<file path="src/rtl/i2c_target.sv">
module i2c_target (
  input  logic       clk,
  input  logic       rst_n,
  input  logic       scl_i,
  input  logic       sda_i,
  output logic       sda_oe,
  input  logic [6:0] own_addr,
  output logic       busy,
  output logic       rx_valid,
  output logic [7:0] rx_data,
  output logic       tx_req,
  input  logic [7:0] tx_data
);

  typedef enum logic [2:0] {IDLE, ADDR, ADDR_ACK, WR, WR_ACK, RD, RD_ACK, RD_GO} st_t;

  st_t        st;
  logic [2:0] scl_p, sda_p;
  logic [7:0] sh;
  logic [3:0] cnt;
  logic       rw, ld;

  always_ff @(posedge clk or negedge rst_n)
    if (!rst_n) begin
      scl_p <= 3'b111;
      sda_p <= 3'b111;
    end else begin
      scl_p <= {scl_p[1:0], scl_i};
      sda_p <= {sda_p[1:0], sda_i};
    end

  wire scl      = scl_p[1];
  wire sda      = sda_p[1];
  wire scl_rise = scl_p[1] & ~scl_p[2];
  wire scl_fall = ~scl_p[1] & scl_p[2];
  wire start_c  = scl_p[1] & scl_p[2] & sda_p[2] & ~sda_p[1];
  wire stop_c   = scl_p[1] & scl_p[2] & ~sda_p[2] & sda_p[1];
  wire hit      = (sh[7:1] == own_addr) && (|sh[7:1]);

  always_ff @(posedge clk or negedge rst_n)
    if (!rst_n) begin
      st <= IDLE; sh <= '0; cnt <= '0; rw <= 1'b0; ld <= 1'b0;
      sda_oe <= 1'b0; busy <= 1'b0; rx_valid <= 1'b0; rx_data <= '0; tx_req <= 1'b0;
    end else begin
      rx_valid <= 1'b0;
      tx_req   <= 1'b0;
      ld       <= tx_req;
      if (ld) sh <= tx_data;
      if (start_c) begin
        busy <= 1'b1; st <= ADDR; cnt <= '0; sda_oe <= 1'b0;
      end else if (stop_c) begin
        busy <= 1'b0; st <= IDLE; sda_oe <= 1'b0;
      end else begin
        case (st)
          ADDR, WR:
            if (scl_rise) begin
              sh  <= {sh[6:0], sda};
              cnt <= cnt + 4'd1;
            end else if (scl_fall && cnt == 4'd8) begin
              if (st == ADDR) begin
                if (hit) begin
                  sda_oe <= 1'b1; rw <= sh[0]; tx_req <= sh[0]; st <= ADDR_ACK;
                end else st <= IDLE;
              end else begin
                rx_data <= sh; rx_valid <= 1'b1; sda_oe <= 1'b1; st <= WR_ACK;
              end
            end
          ADDR_ACK:
            if (scl_fall) begin
              cnt <= '0;
              if (rw) begin sda_oe <= ~sh[7]; st <= RD; end
              else    begin sda_oe <= 1'b0;   st <= WR; end
            end
          WR_ACK:
            if (scl_fall) begin sda_oe <= 1'b0; cnt <= '0; st <= WR; end
          RD:
            if (scl_fall) begin
              if (cnt == 4'd7) begin
                sda_oe <= 1'b0; st <= RD_ACK;
              end else begin
                sh <= {sh[6:0], 1'b0}; sda_oe <= ~sh[6]; cnt <= cnt + 4'd1;
              end
            end
          RD_ACK:
            if (scl_rise) begin
              if (sda) st <= IDLE;
              else begin tx_req <= 1'b1; st <= RD_GO; end
            end
          RD_GO:
            if (scl_fall) begin sda_oe <= ~sh[7]; cnt <= '0; st <= RD; end
          default: ;
        endcase
      end
    end


  oe_on_scl_low_chk: assert property (@(posedge clk) disable iff (!rst_n)
    $rose(sda_oe) |-> !scl);

  oe_needs_busy_chk: assert property (@(posedge clk) disable iff (!rst_n)
    sda_oe |-> busy);

  rx_pulse_chk: assert property (@(posedge clk) disable iff (!rst_n)
    rx_valid |=> !rx_valid);

  tx_pulse_chk: assert property (@(posedge clk) disable iff (!rst_n)
    tx_req |=> !tx_req);

  stop_clears_busy_chk: assert property (@(posedge clk) disable iff (!rst_n)
    stop_c |=> !busy);

endmodule

</file>
<file path="config.mk">
export PLATFORM = sky130hd
export DESIGN_NAME = i2c_target
export DESIGN_NICKNAME = d
export VERILOG_FILES = /design/src/rtl/i2c_target.sv
export SDC_FILE = /design/constraint.sdc
export NUM_CORES = 1
export LEC_CHECK = 0
export BUFFER_PORTS_ARGS = -buffer_cell sky130_fd_sc_hd__buf_2
export CAP_MARGIN = 20
export CORE_AREA = 3 3 52 77
export CTS_BUF_LIST = sky130_fd_sc_hd__clkbuf_8
export DETAILED_ROUTE_END_ITERATION = 7
export DIE_AREA = 0 0 55 80
export PLACE_DENSITY = 0.85
export SLEW_MARGIN = 20
export SYNTH_ARGS = -nofsm -noshare
export SYNTH_HDL_FRONTEND = slang
export SYNTH_SLANG_ARGS = --single-unit
</file>
<file path="constraint.sdc">
create_clock -name clk -period 2.32 [get_ports clk]
set_clock_uncertainty 0.15 [all_clocks]
set_input_delay 0.348 -clock clk [delete_from_list [all_inputs] [get_ports clk]]
set_output_delay 0.348 -clock clk [all_outputs]
set_load 0.03 [all_outputs]
</file>
---- After elaboration in Yosys (flattened, before gate mapping) ----
Cells that the tools add are included.
operators by class
  $add $sub $neg .......................... 1
  equal/unequal tests ..................... 24
  multiplexer cells ....................... 59
  bitwise operators ....................... 17
  reduce and logical (&&, ||, !) cells .... 14
operators with widths
  operator                                             count
  two-way mux 8 bit                                    6
  two-way mux 3 bit                                    13
  != test 4 bit, second input constant                 8
  two-way mux 1 bit                                    28
  two-way mux 4 bit                                    6
  one-hot mux 3 bit (6 select lines)                   1
  one-hot mux 8 bit (2 select lines)                   1
  equality test 3 bit, second input constant           4
  one-hot mux 4 bit (3 select lines)                   1
  AND reduction 6 bit                                  2
  inverter 1 bit                                       10
  != test 3 bit, second input constant                 3
  AND reduction 9 bit                                  1
  AND reduction 8 bit                                  1
  nonzero test 8 bit                                   1
  AND 1 bit                                            7
  equality test 7 bit                                  1
  AND reduction 7 bit                                  1
  nonzero test 7 bit                                   1
  OR reduction 7 bit                                   1
  equality test 3 x 2 -> 1 bit, second input constant  2
  != test 5 bit, second input constant                 1
  one-hot mux 1 bit (5 select lines)                   1
  adder 4 x 1 -> 4 bit, second input constant          1
  other kinds (12)                                     13
storage, ports and cells
  register bits ........................... 35
  bits of input ports ..................... 19
  output and inout bits ................... 12
  word-level logic and storage cells ...... 127

---- Longest topological paths before layout ----
Gate-level depths: netlist (run 1).
  word-level depth ........................ 9
  mapped depth ............................ 8
  mapped depth without buffers ............ 7

---- Least setup slack after synthesis (run 1) ----
OpenSTA, ideal clock, no wires.
  path type ............................... reg2reg
  from .................................... register scl_p[1]
  to ...................................... register cnt[3]
  setup time .............................. 0.124 ns
  arrival time ............................ 1.633 ns
  slack ................................... 0.413 ns
  cell stages (with the launch flop) ...... 8
  buffers on the path ..................... 2
  period minus slack after synthesis ...... 1.907 ns
  cell sequence ........................... dfstp_2 -> buf_2 -> and2_1 -> o21ai_1 -> and3_1 -> buf_2 -> nor3b_1 -> a211o_1
between the ends
  longest elaborated chain between the ends .. 5
ends and longest elaborated chain
  element                                                       line    RTL
  start, declared                                               18      logic [2:0] scl_p, sda_p;
  start signal, assigned                                        28      scl_p <= {scl_p[1:0], scl_i};
  AND 1 bit                                                     36, 37
  AND 1 bit (on tied branches) (2 in a row)                     36, 37
  != test 3 bit (no source line), or another cell as far along  n/a
  AND reduction 6 bit (no source line)                          n/a
  end signal, assigned                                          58      cnt <= cnt + 4'd1;
  end signal, assigned                                          81      sh <= {sh[6:0], 1'b0}; sda_oe <= ~sh[6]; cnt <= cnt + 4'd1;
  end, declared                                                 20      logic [3:0] cnt;
Several ways; a longest one is shown, not always the timed one.
A chain may end at the register's enable or synchronous reset.

---- Worst setup path in the final report (run 1) ----
  from .................................... register st[0]
  to ...................................... register cnt[3]
between the ends
  longest elaborated chain between the ends .. 5
ends and longest elaborated chain
  element                                                                    line  RTL
  start, declared                                                            17    st_t st;
  start signal, assigned                                                     42    st <= IDLE; sh <= '0; cnt <= '0; rw <= 1'b0; ld <= 1'b0;
  start signal, assigned                                                     50    busy <= 1'b1; st <= ADDR; cnt <= '0; sda_oe <= 1'b0;
  start signal, assigned                                                     52    busy <= 1'b0; st <= IDLE; sda_oe <= 1'b0;
  equality test 3 bit, or another cell as far along                          54    case (st)
  OR reduction 3 bit (no source line) or OR reduction 2 bit (tied branches)  n/a
  one-hot mux 4 bit (3 select lines)                                         54
  two-way mux 4 bit                                                          51    end else if (stop_c) begin
  two-way mux 4 bit                                                          49    if (start_c) begin
Several ways; a longest one is shown, not always the timed one. The select of a mux whose other input is x is not followed.

==> results of run 1 <==
[power breakdown]
part	total, µW	internal (µW)	switching (µW)	leakage, µW
sequential	922	722	199	0.000448
clock	424	205	218	0.0000453
combinational	606	312	295	0.000515
total	1950	1240	712	0.00101
[registers in the layout, indices dropped and copies added, names as in the netlist, 3 cells and up]
signal / flops
cnt: 4
st: 3
scl_p: 3
rx_data: 8
sh: 8
sda_p: 3
[cells in the final DEF (no fill, tap or decap), drive strengths merged, types with 2 or more instances in the layout]
| cell type | synthesis | layout |
|---|---|---|
| a211o | 2 | 2 |
| a211oi | 2 | 2 |
| a21oi | 9 | 9 |
| a22o | 2 | 2 |
| and2 | 2 | 2 |
| and3 | 6 | 6 |
| buf | 11 | 36 |
| clkbuf | 2 | 5 |
| dfrtp | 29 | 29 |
| dfstp | 6 | 6 |
| ha | 2 | 2 |
| inv | 8 | 9 |
| mux2 | 10 | 10 |
| mux2i | 9 | 9 |
| nand2 | 6 | 6 |
| nand2b | 3 | 3 |
| nand3 | 10 | 10 |
| nand3b | 3 | 3 |
| nand4 | 3 | 3 |
| nor2 | 6 | 6 |
| nor2b | 7 | 7 |
| nor3 | 3 | 3 |
| nor3b | 8 | 8 |
| o21ai | 15 | 15 |
| o22ai | 2 | 2 |
| xnor2 | 8 | 8 |
[critical path, cell delays in order, from the launching register on]
cell and delay [ps]:
dfrtp_1 690, nor4bb_1 370, a211oi_1 110, and3_1 180, or2_1 240, a211o_1 290
[routing by layer]
metal  wire length, µm  GRT usage, %
met5                 0             0
met4                53          8.52
met3               161          4.67
met2              2200          36.7
met1              1660          24.3
[area by class of cell]
cell class | count | area, µm² | share of cell area [%]
Tap cell | 42 | 52.6 | 2.38
Timing Repair Buffer | 37 | 205 | 9.29
Inverter | 8 | 30.0 | 1.36
Clock buffer | 5 | 68.8 | 3.12
Multi-Input combinational cell | 134 | 952 | 43.1
Sequential cell | 35 | 883 | 40.0
Clock inverter | 3 | 16.3 | 0.737
[timing repair]
action                                 in CTS  in global routing
gates resized for setup                     0                  0
hold buffers                                0                  1
endpoints found under the hold margin       0                  1
[stage by stage]
stage	util [%]	instance area, µm²	hold WS [ps]	cells	setup slack (ps)
after global placement	61.3	2110	196	255	207
after floorplan	-	1930	-97.6	190	413
final	64.0	2210	-23.1	264	178
after CTS	63.8	2200	0.351	263	183
after global routing	64.0	2210	1.39	264	40.2
after detailed placement	61.3	2110	197	255	201
[path summary, 6_finish.rpt]
check | to | depth (start not counted)
worst min register to register | scl_p[1]$_DFF_PN1_ | 0
worst max register to register | cnt[3]$_DFFE_PN0P_ | 5
max in group asynchronous | sh[6]$_DFF_PN0_ | 1
worst min-delay path | cnt[1]$_DFFE_PN0P_ | 1
min in group clk | sda_p[0]$_DFF_PN1_ | 1
worst max-delay path | cnt[3]$_DFFE_PN0P_ | 5
[kinds of logic (layout without fill, tap and decap cells)]
family	Yosys count	in the layout	share of synthesized area (%)
compound gates	42	42	14.2
xor+xnor	9	9	4.08
simple gates	62	62	19.2
fa+ha+maj	2	2	1.29
mux	19	19	10.5
buf+inv	21	53	5.11
flops	35	35	45.7
==> impl_metrics.py, run 1 <==
metrics = {
    "critical_path": {
        "cp-start-kind": "register",
        "reg2reg_slack_ps": 180,
        "critical_path_required_ps": 2340,
        "end_kind": "register",
        "rr_startpoint": "st[0]$_DFFE_PN0P_",
        "cp.arrival_ps": 2160,
        "startpoint": "st[0]$_DFFE_PN0P_",
        "critPathMaxFanout": 19,
        "crit_type": "register to register",
    },
    "synthesis": {
        "synth_area_leader_cell": "dfrtp_1",
        "synth.distinct_cells": 47,
        "yosys_warnings": 0,
        "synth-seq-area-share_pct": 45.7,
        "yosysMostFrequentCell": "dfrtp_1",
        "synth_common_cells": "dfrtp_1, mux2_2, nand3_1, o21ai_0, mux2i_1",
        "syn_area_um2": 1930,
        "syn-num-nets": 211,
        "synth_edf_count": 0,
        "synth_area_per_cell_um2": 10.2,
        "yosysTopAreaCellShare_pct": 37.5,
        "ys_ff_latch": 35,
        "synthCells": 190,
        "async_reset_ff_share_pct": 100,
        "ys.flop_type": "dfrtp_1",
        "ys_top_cells_by_area": "dfrtp_1, dfstp_2, mux2_2",
    },
    "power_and_ir_drop": {
        "p_per_area_nw_per_um2": 884,
        "p_leak_uw": 0.00101,
        "ir_worst_vdd_uv": 585,
        "p_total_uw": 1950,
    },
    "floorplan": {
        "die_area_um2": 4400,
        "row_count": 26,
        "die_y_um": 80,
        "io_pins": 31,
        "core-area_um2": 3450,
        "die_x_um": 55,
        "start_util_pct": 56.1,
    },
    "global_routing": {
        "grt_overflow": 0,
        "track_usage_pct": 21.3,
        "grt_pass1_wl_mm": 6.83,
        "grt_max_degree": 36,
        "first_global_vias": 1491,
        "antenna_found_initial": 0,
    },
    "routing": {
        "ant_nets": 0,
        "wirelength_mm": 4.07,
        "detail_route.vias_per_cell": 5.81,
        "wire_per_inst_um": 15.4,
        "initialDrtViolationCount": 31,
        "drt_pass1_iterations": 4,
        "dr_total_vias": 1533,
        "post-route-drc-count": 0,
    },
    "clock_network": {
        "root_buffer": "clkbuf_8",
        "post_cts_buffers": 0,
        "numCtsBuffers": 5,
        "htreeDepth": 2,
        "clk_pin_slew_worst_paths_ps": 70,
        "clock_sinks": 35,
        "insertion_delay_ps": 280,
        "cts_buffer_depth": 2,
        "cts_tree": "yes",
    },
    "timing": {
        "worst_pin_slew_ps": 753,
        "period_needed_ps": 2140,
        "whs_ps": -23.1,
        "fmaxAchievable_mhz": 467,
        "setup_viol": 0,
        "hold_viol_final": 29,
        "final_max_slew_viol_count": 0,
        "slew_headroom_pct": 49.8,
        "finalCritPeriodShare_pct": 92.3,
        "final.setup.tns_ps": 0,
        "rsz0062_at_grt": "false",
    },
    "final_layout": {
        "fillers": 304,
        "n_antenna_cell": 0,
        "nets": 242,
        "area_delta_synth_final_pct": 14.2,
        "layout-drive-gt1-share_pct": 27.9,
    },
    "placement": {
        "gp_congestion": 0.848,
        "dp_hpwl_mm": 2.98,
        "port_buffers": 30,
    },
    "outcome": {
        "outcome": "finished with violations",
        "violations": "negative hold slack",
    },
    "job": {
        "drv_cap": 0,
    },
    "hold_path": {
        "holdCritPathClass": "input pin to asynchronous set/reset pin",
    },
}
No activity file was read; power rests on OpenSTA's default activity.
==> inputs of run 2 (changes only) <==
clock period = 2.45 ns   (was 2.32 ns; I/O delays follow)
==> run 2 against run 1 <==
Against the previous run:
- the flow still finishes with violations (negative hold slack)
- first-iteration DRC count rose by 90%
- sequential power fell by 5.3%
- sequential share of layout area fell by 0.090 points
- core utilization rose by 0.15 points
- die area did not move
- combinational power fell by 5.0%
- critical path type unchanged
- largest cell class unchanged
==> impl_metrics.py, run 2 (synthesized netlist as in run 1, its figures left out) <==
metrics = {
    "timing": {
        "period_needed_ps": 2180,
        "whs_ps": -14.6,
        "rsz0062_at_grt": "false",
        "final_max_slew_viol_count": 0,
        "finalCritPeriodShare_pct": 89.1,
        "final.setup.tns_ps": 0,
        "fmaxAchievable_mhz": 458,
        "worst_pin_slew_ps": 766,
        "slew_headroom_pct": 48.9,
        "hold_viol_final": 7,
        "setup_viol": 0,
    },
    "clock_network": {
        "post_cts_buffers": 0,
        "cts_tree": "yes",
        "htreeDepth": 2,
        "clock_sinks": 35,
        "clk_pin_slew_worst_paths_ps": 80,
        "cts_buffer_depth": 2,
        "postCtsHoldBufs": 0,
        "insertion_delay_ps": 300,
        "root_buffer": "clkbuf_8",
        "numCtsBuffers": 5,
        "cts-resized-gates": 0,
    },
    "power_and_ir_drop": {
        "p_per_area_nw_per_um2": 863,
        "power_frac_seq_pct": 45.7,
        "p_total_uw": 1910,
        "p_sw_uw": 677,
        "ir_worst_vdd_uv": 607,
        "sw_frac_of_total_pct": 35.5,
        "p_leak_uw": 0.00101,
        "clockPowerShare_pct": 24.1,
        "p_comb_share_pct": 30.2,
        "p_int_uw": 1230,
    },
    "final_layout": {
        "post-route-util_pct": 64.2,
        "reg_top3": "rx_data: 8 flops, sh: 8 flops, cnt: 4 flops",
        "multi_input_area_um2": 952,
        "final_cells": 263,
        "nets": 241,
        "final_area_um2": 2210,
        "n_antenna_cell": 0,
        "register_area_um2": 883,
        "layout-drive-gt1-share_pct": 28.1,
        "final_cell_mix": "buf_2, dfrtp_1, nand3_1, o21ai_0, mux2_2",
        "fillers": 304,
        "area_delta_synth_final_pct": 14.4,
        "layout_commonest_cell": "buf_2",
    },
    "placement": {
        "port_buffers": 30,
        "postPlaceCellArea_um2": 2110,
        "dp_cells": 255,
        "gp_congestion": 0.878,
        "dp_hpwl_mm": 3.07,
    },
    "critical_path": {
        "reg2reg_slack_ps": 270,
        "crit_type": "register to register",
        "reg2reg_to": "sh[7]$_DFF_PN0_",
        "critical_path_required_ps": 2500,
        "critPathMaxFanout": 17,
        "cp-start-kind": "register",
        "cp.arrival_ps": 2240,
        "end_kind": "register",
        "reg2reg_depth": 6,
        "rr_startpoint": "st[2]$_DFFE_PN0P_",
    },
    "hold_path": {
        "holdCritPathClass": "input pin to asynchronous set/reset pin",
    },
    "outcome": {
        "outcome": "finished with violations",
        "violations": "negative hold slack",
    },
    "floorplan": {
        "core-area_um2": 3450,
        "die_x_um": 55,
        "die_area_um2": 4400,
        "die_y_um": 80,
        "row_count": 26,
        "start_util_pct": 56.1,
        "io_pins": 31,
    },
    "routing": {
        "dr_total_vias": 1552,
        "ant_nets": 0,
        "drt_pass1_iterations": 4,
        "wire_per_inst_um": 16.2,
        "detail_route.vias_per_cell": 5.90,
        "initialDrtViolationCount": 59,
        "post-route-drc-count": 0,
        "wirelength_mm": 4.25,
    },
    "global_routing": {
        "grt_max_degree": 36,
        "first_global_vias": 1567,
        "track_usage_pct": 22.9,
        "antenna_found_initial": 0,
        "grt_pass1_wl_mm": 7.15,
        "grt_overflow": 0,
    },
    "job": {
        "drv_cap": 0,
    },
}
==> run 2: cell count changes in the layout (fill, tap and decap cells not counted) <==
cell	previous run	this run
clkbuf_8	5	7
dlygate4sd3_1	1	0
clkinvlp_4	1	0
clkinv_2	1	0
==> run 2: per-layer routing <==
metal | vias up | global-route usage, % | wire [µm]
met3 | 18 | 6.17 | 194
met4 | 0 | 15.1 | 199
met5 | - | 0 | 0
li1 | 742 | - | -
met1 | 751 | 25.9 | 1620
met2 | 41 | 36.4 | 2240
==> run 2: power by group through the flow <==
stage | Combinational [µW] | Clock [µW] | Sequential, µW
finish | 576 | 460 | 873
global route | 650 | 488 | 892
CTS | 579 | 466 | 867
detailed placement | 574 | 0 | 879
global placement | 554 | 0 | 873
floorplan | 493 | 0 | 797
==> run 2: area by class of cell <==
cell class | count | area share, %
inverter | 8 | 1.36
timing repair buffer | 36 | 8.82
clock buffer | 7 | 4.35
clock inverter | 1 | 0.170
sequential | 35 | 39.9
tap | 42 | 2.37
multi-input combinational | 134 | 43.0
==> run 2: worst max path at each step <==
stage | from | end | slack (ps) | cells past startpoint
floorplan | scl_p[1]$_DFF_PN1_ | cnt[3]$_DFFE_PN0P_ | 540 | 7
global placement | cnt[0]$_DFFE_PN0P_ | rx_data[6]$_DFFE_PN0P_ | 370 | 6
detailed placement | cnt[0]$_DFFE_PN0P_ | rx_data[4]$_DFFE_PN0P_ | 320 | 6
CTS | cnt[0]$_DFFE_PN0P_ | rx_data[4]$_DFFE_PN0P_ | 280 | 6
global route | st[0]$_DFFE_PN0P_ | cnt[3]$_DFFE_PN0P_ | 100 | 5
finish | st[2]$_DFFE_PN0P_ | sh[7]$_DFF_PN0_ | 270 | 6
==> run 2: metrics by stage <==
step | hold slack, ps | setup slack, ps
5_1_grt | 13.4 | 100
4_1_cts | 5.43 | 281
2_1_floorplan | -78.1 | 543
6_report | -14.6 | 266
3_3_place_gp | 197 | 368
3_5_place_dp | 200 | 319
==> run 2: critical path, stage by stage (launching register included) <==
cell	delay [ps]
dfrtp_1	670
nor2b_1	370
a31o_1	180
and3_1	290
buf_4	250
nand3_1	90
o21ai_0	90
==> inputs of run 3 (changes only) <==
CTS_BUF_LIST = sky130_fd_sc_hd__clkbuf_4   (was sky130_fd_sc_hd__clkbuf_8)
RECOVER_POWER = 25   (was not set)
==> run 3 against run 2 <==
Against the previous run:
- the run now ends clean
- sequential share of layout area grew 0.32 points
- sequential power decreased by 0.5%
- cell area shrank 0.79%
- core utilization shrank 0.51 points
- total power fell by 8.3%
- count of clock-buffer cells in the layout fell by 1
- via count down 0.84%
- hold slack improved by 150 ps
- cell count is 1.1% higher
- combinational power hardly changed
- largest cell class unchanged
- highest routed layer unchanged
==> impl_metrics.py, run 3 (synthesized netlist as in run 1, its figures left out) <==
metrics = {
    "global_routing": {
        "grt_max_degree": 36,
        "track_usage_pct": 22.5,
        "first_global_vias": 1576,
        "antenna_found_initial": 0,
        "grt_pass1_wl_mm": 7.09,
        "grt_overflow": 0,
    },
    "critical_path": {
        "crit_type": "register to register",
        "cpMaxStageDelayCell": "dfrtp_1",
        "critical_path_required_ps": 2530,
        "cpLargestDelayFamily": "compound AO/OA/AOI/OAI gates",
        "worstPathCellList": "nor2b_1, o21ai_0, a21oi_2, a21oi_1, o2bb2a_1",
        "cp.arrival_ps": 2270,
        "cp-start-kind": "register",
        "end_kind": "register",
        "critPathMaxFanout": 17,
        "worst-path-buf-inv": 0,
        "slowest_delay_ps": 670,
        "cp_num_cells": 5,
        "reg2reg_depth": 5,
    },
    "routing": {
        "dr_total_vias": 1539,
        "drt_pass1_iterations": 4,
        "wirelength_mm": 4.09,
        "wire_per_inst_um": 15.4,
        "detail_route.vias_per_cell": 5.79,
        "post-route-drc-count": 0,
        "initialDrtViolationCount": 55,
        "ant_nets": 0,
    },
    "placement": {
        "gp_congestion": 0.878,
        "pre_cts_slack_ps": 319,
        "dp_cells": 255,
        "port_buffers": 30,
        "dp_hpwl_mm": 3.07,
        "postPlaceCellArea_um2": 2110,
    },
    "final_layout": {
        "reg_top3": "rx_data: 8 flops, sh: 8 flops, cnt: 4 flops",
        "fillers": 308,
        "final_cell_mix": "dfrtp_1, buf_2, nand3_1, o21ai_0, mux2_2",
        "area_delta_synth_final_pct": 13.5,
        "n_antenna_cell": 0,
        "final_cells": 266,
        "final_area_um2": 2200,
        "nets": 244,
        "layout-drive-gt1-share_pct": 26.3,
    },
    "clock_network": {
        "cts_buffer_depth": 2,
        "htreeDepth": 2,
        "insertion_delay_ps": 350,
        "root_buffer": "clkbuf_4",
        "cts_tree": "yes",
        "clock_sinks": 35,
        "post_cts_buffers": 0,
        "clk_pin_slew_worst_paths_ps": 100,
        "numCtsBuffers": 5,
    },
    "timing": {
        "hold_viol_final": 0,
        "setup_ws_ps": 257,
        "finalCritPeriodShare_pct": 89.5,
        "worst_pin_slew_ps": 859,
        "final_max_slew_viol_count": 0,
        "fmaxAchievable_mhz": 456,
        "period_needed_ps": 2190,
        "final.setup.tns_ps": 0,
        "setup_viol": 0,
        "slew_headroom_pct": 42.8,
        "whs_ps": 140,
        "rsz0062_at_grt": "false",
    },
    "floorplan": {
        "io_pins": 31,
        "start_util_pct": 56.1,
        "row_count": 26,
        "die_area_um2": 4400,
        "core-area_um2": 3450,
        "die_x_um": 55,
        "die_y_um": 80,
    },
    "power_and_ir_drop": {
        "p_leak_uw": 0.00100,
        "p_per_area_nw_per_um2": 797,
        "ir_worst_vdd_uv": 538,
    },
    "hold_path": {
        "hold_path_depth": 3,
        "holdCritPathClass": "input pin to register",
    },
    "outcome": {
        "outcome": "completed",
    },
    "job": {
        "drv_cap": 0,
    },
}
[run 3: worst reg2reg max path: stages, from the launching register on]
cell	delay (ps)
dfrtp_1	670
nor2b_1	380
o21ai_0	200
a21oi_2	290
a21oi_1	100
o2bb2a_1	300
[run 3: power by group]
part	leakage, µW	internal (µW)	switching (µW)	total (µW)
combinational	0.000522	298	280	579
clock	0.0000307	117	186	303
sequential	0.000447	683	186	869
total	0.00100	1100	652	1750
[run 3: cell type report]
| type | instances | area (µm²) | share of cell area (%) |
|---|---|---|---|
| flip-flops and latches | 35 | 883 | 40.2 |
| well taps | 42 | 52.6 | 2.39 |
| inverters | 8 | 30.0 | 1.37 |
| repair buffers | 39 | 225 | 10.3 |
| clock buffers | 6 | 45.0 | 2.05 |
| clock inverters | 2 | 7.51 | 0.342 |
| multi-input cells | 134 | 952 | 43.4 |
[run 3: final timing paths]
check                                    from            endpoint  slack, ps
max                         st[2]$_DFFE_PN0P_   st[2]$_DFFE_PN0P_        260
min                                tx_data[2]     sh[2]$_DFF_PN0_        140
max reg2reg                 st[2]$_DFFE_PN0P_   st[2]$_DFFE_PN0P_        260
min reg2reg                sda_p[0]$_DFF_PN1_  sda_p[1]$_DFF_PN1_        220
max in group asynchronous               rst_n     sh[6]$_DFF_PN0_       1090
min in group asynchronous               rst_n  cnt[3]$_DFFE_PN0P_        510
[run 3: repair_timing]
action / in CTS / in global routing
endpoints found under the hold margin: 31 / 0
resized for setup: 0 / 0
hold buffers: 3 / 0
[run 3: layer usage]
metal | share of wire (%) | GRT usage, % | up-vias | routed length, µm
met1 | 38 | 24.9 | 720 | 1550
met5 | 0 | 0 | - | 0
li1 | - | - | 748 | -
met4 | 4.9 | 14.1 | 0 | 199
met2 | 52 | 36.4 | 50 | 2140
met3 | 4.9 | 5.98 | 21 | 201
[run 3: through the flow]
| step | utilization (%) | total power (µW) |
|---|---|---|
| final | 63.7 | 1750 |
| after global routing | 63.7 | 1880 |
| after CTS | 63.7 | 1770 |
| after detailed placement | 61.3 | 1450 |
| after global placement | 61.3 | 1430 |
| after floorplan | - | 1290 |
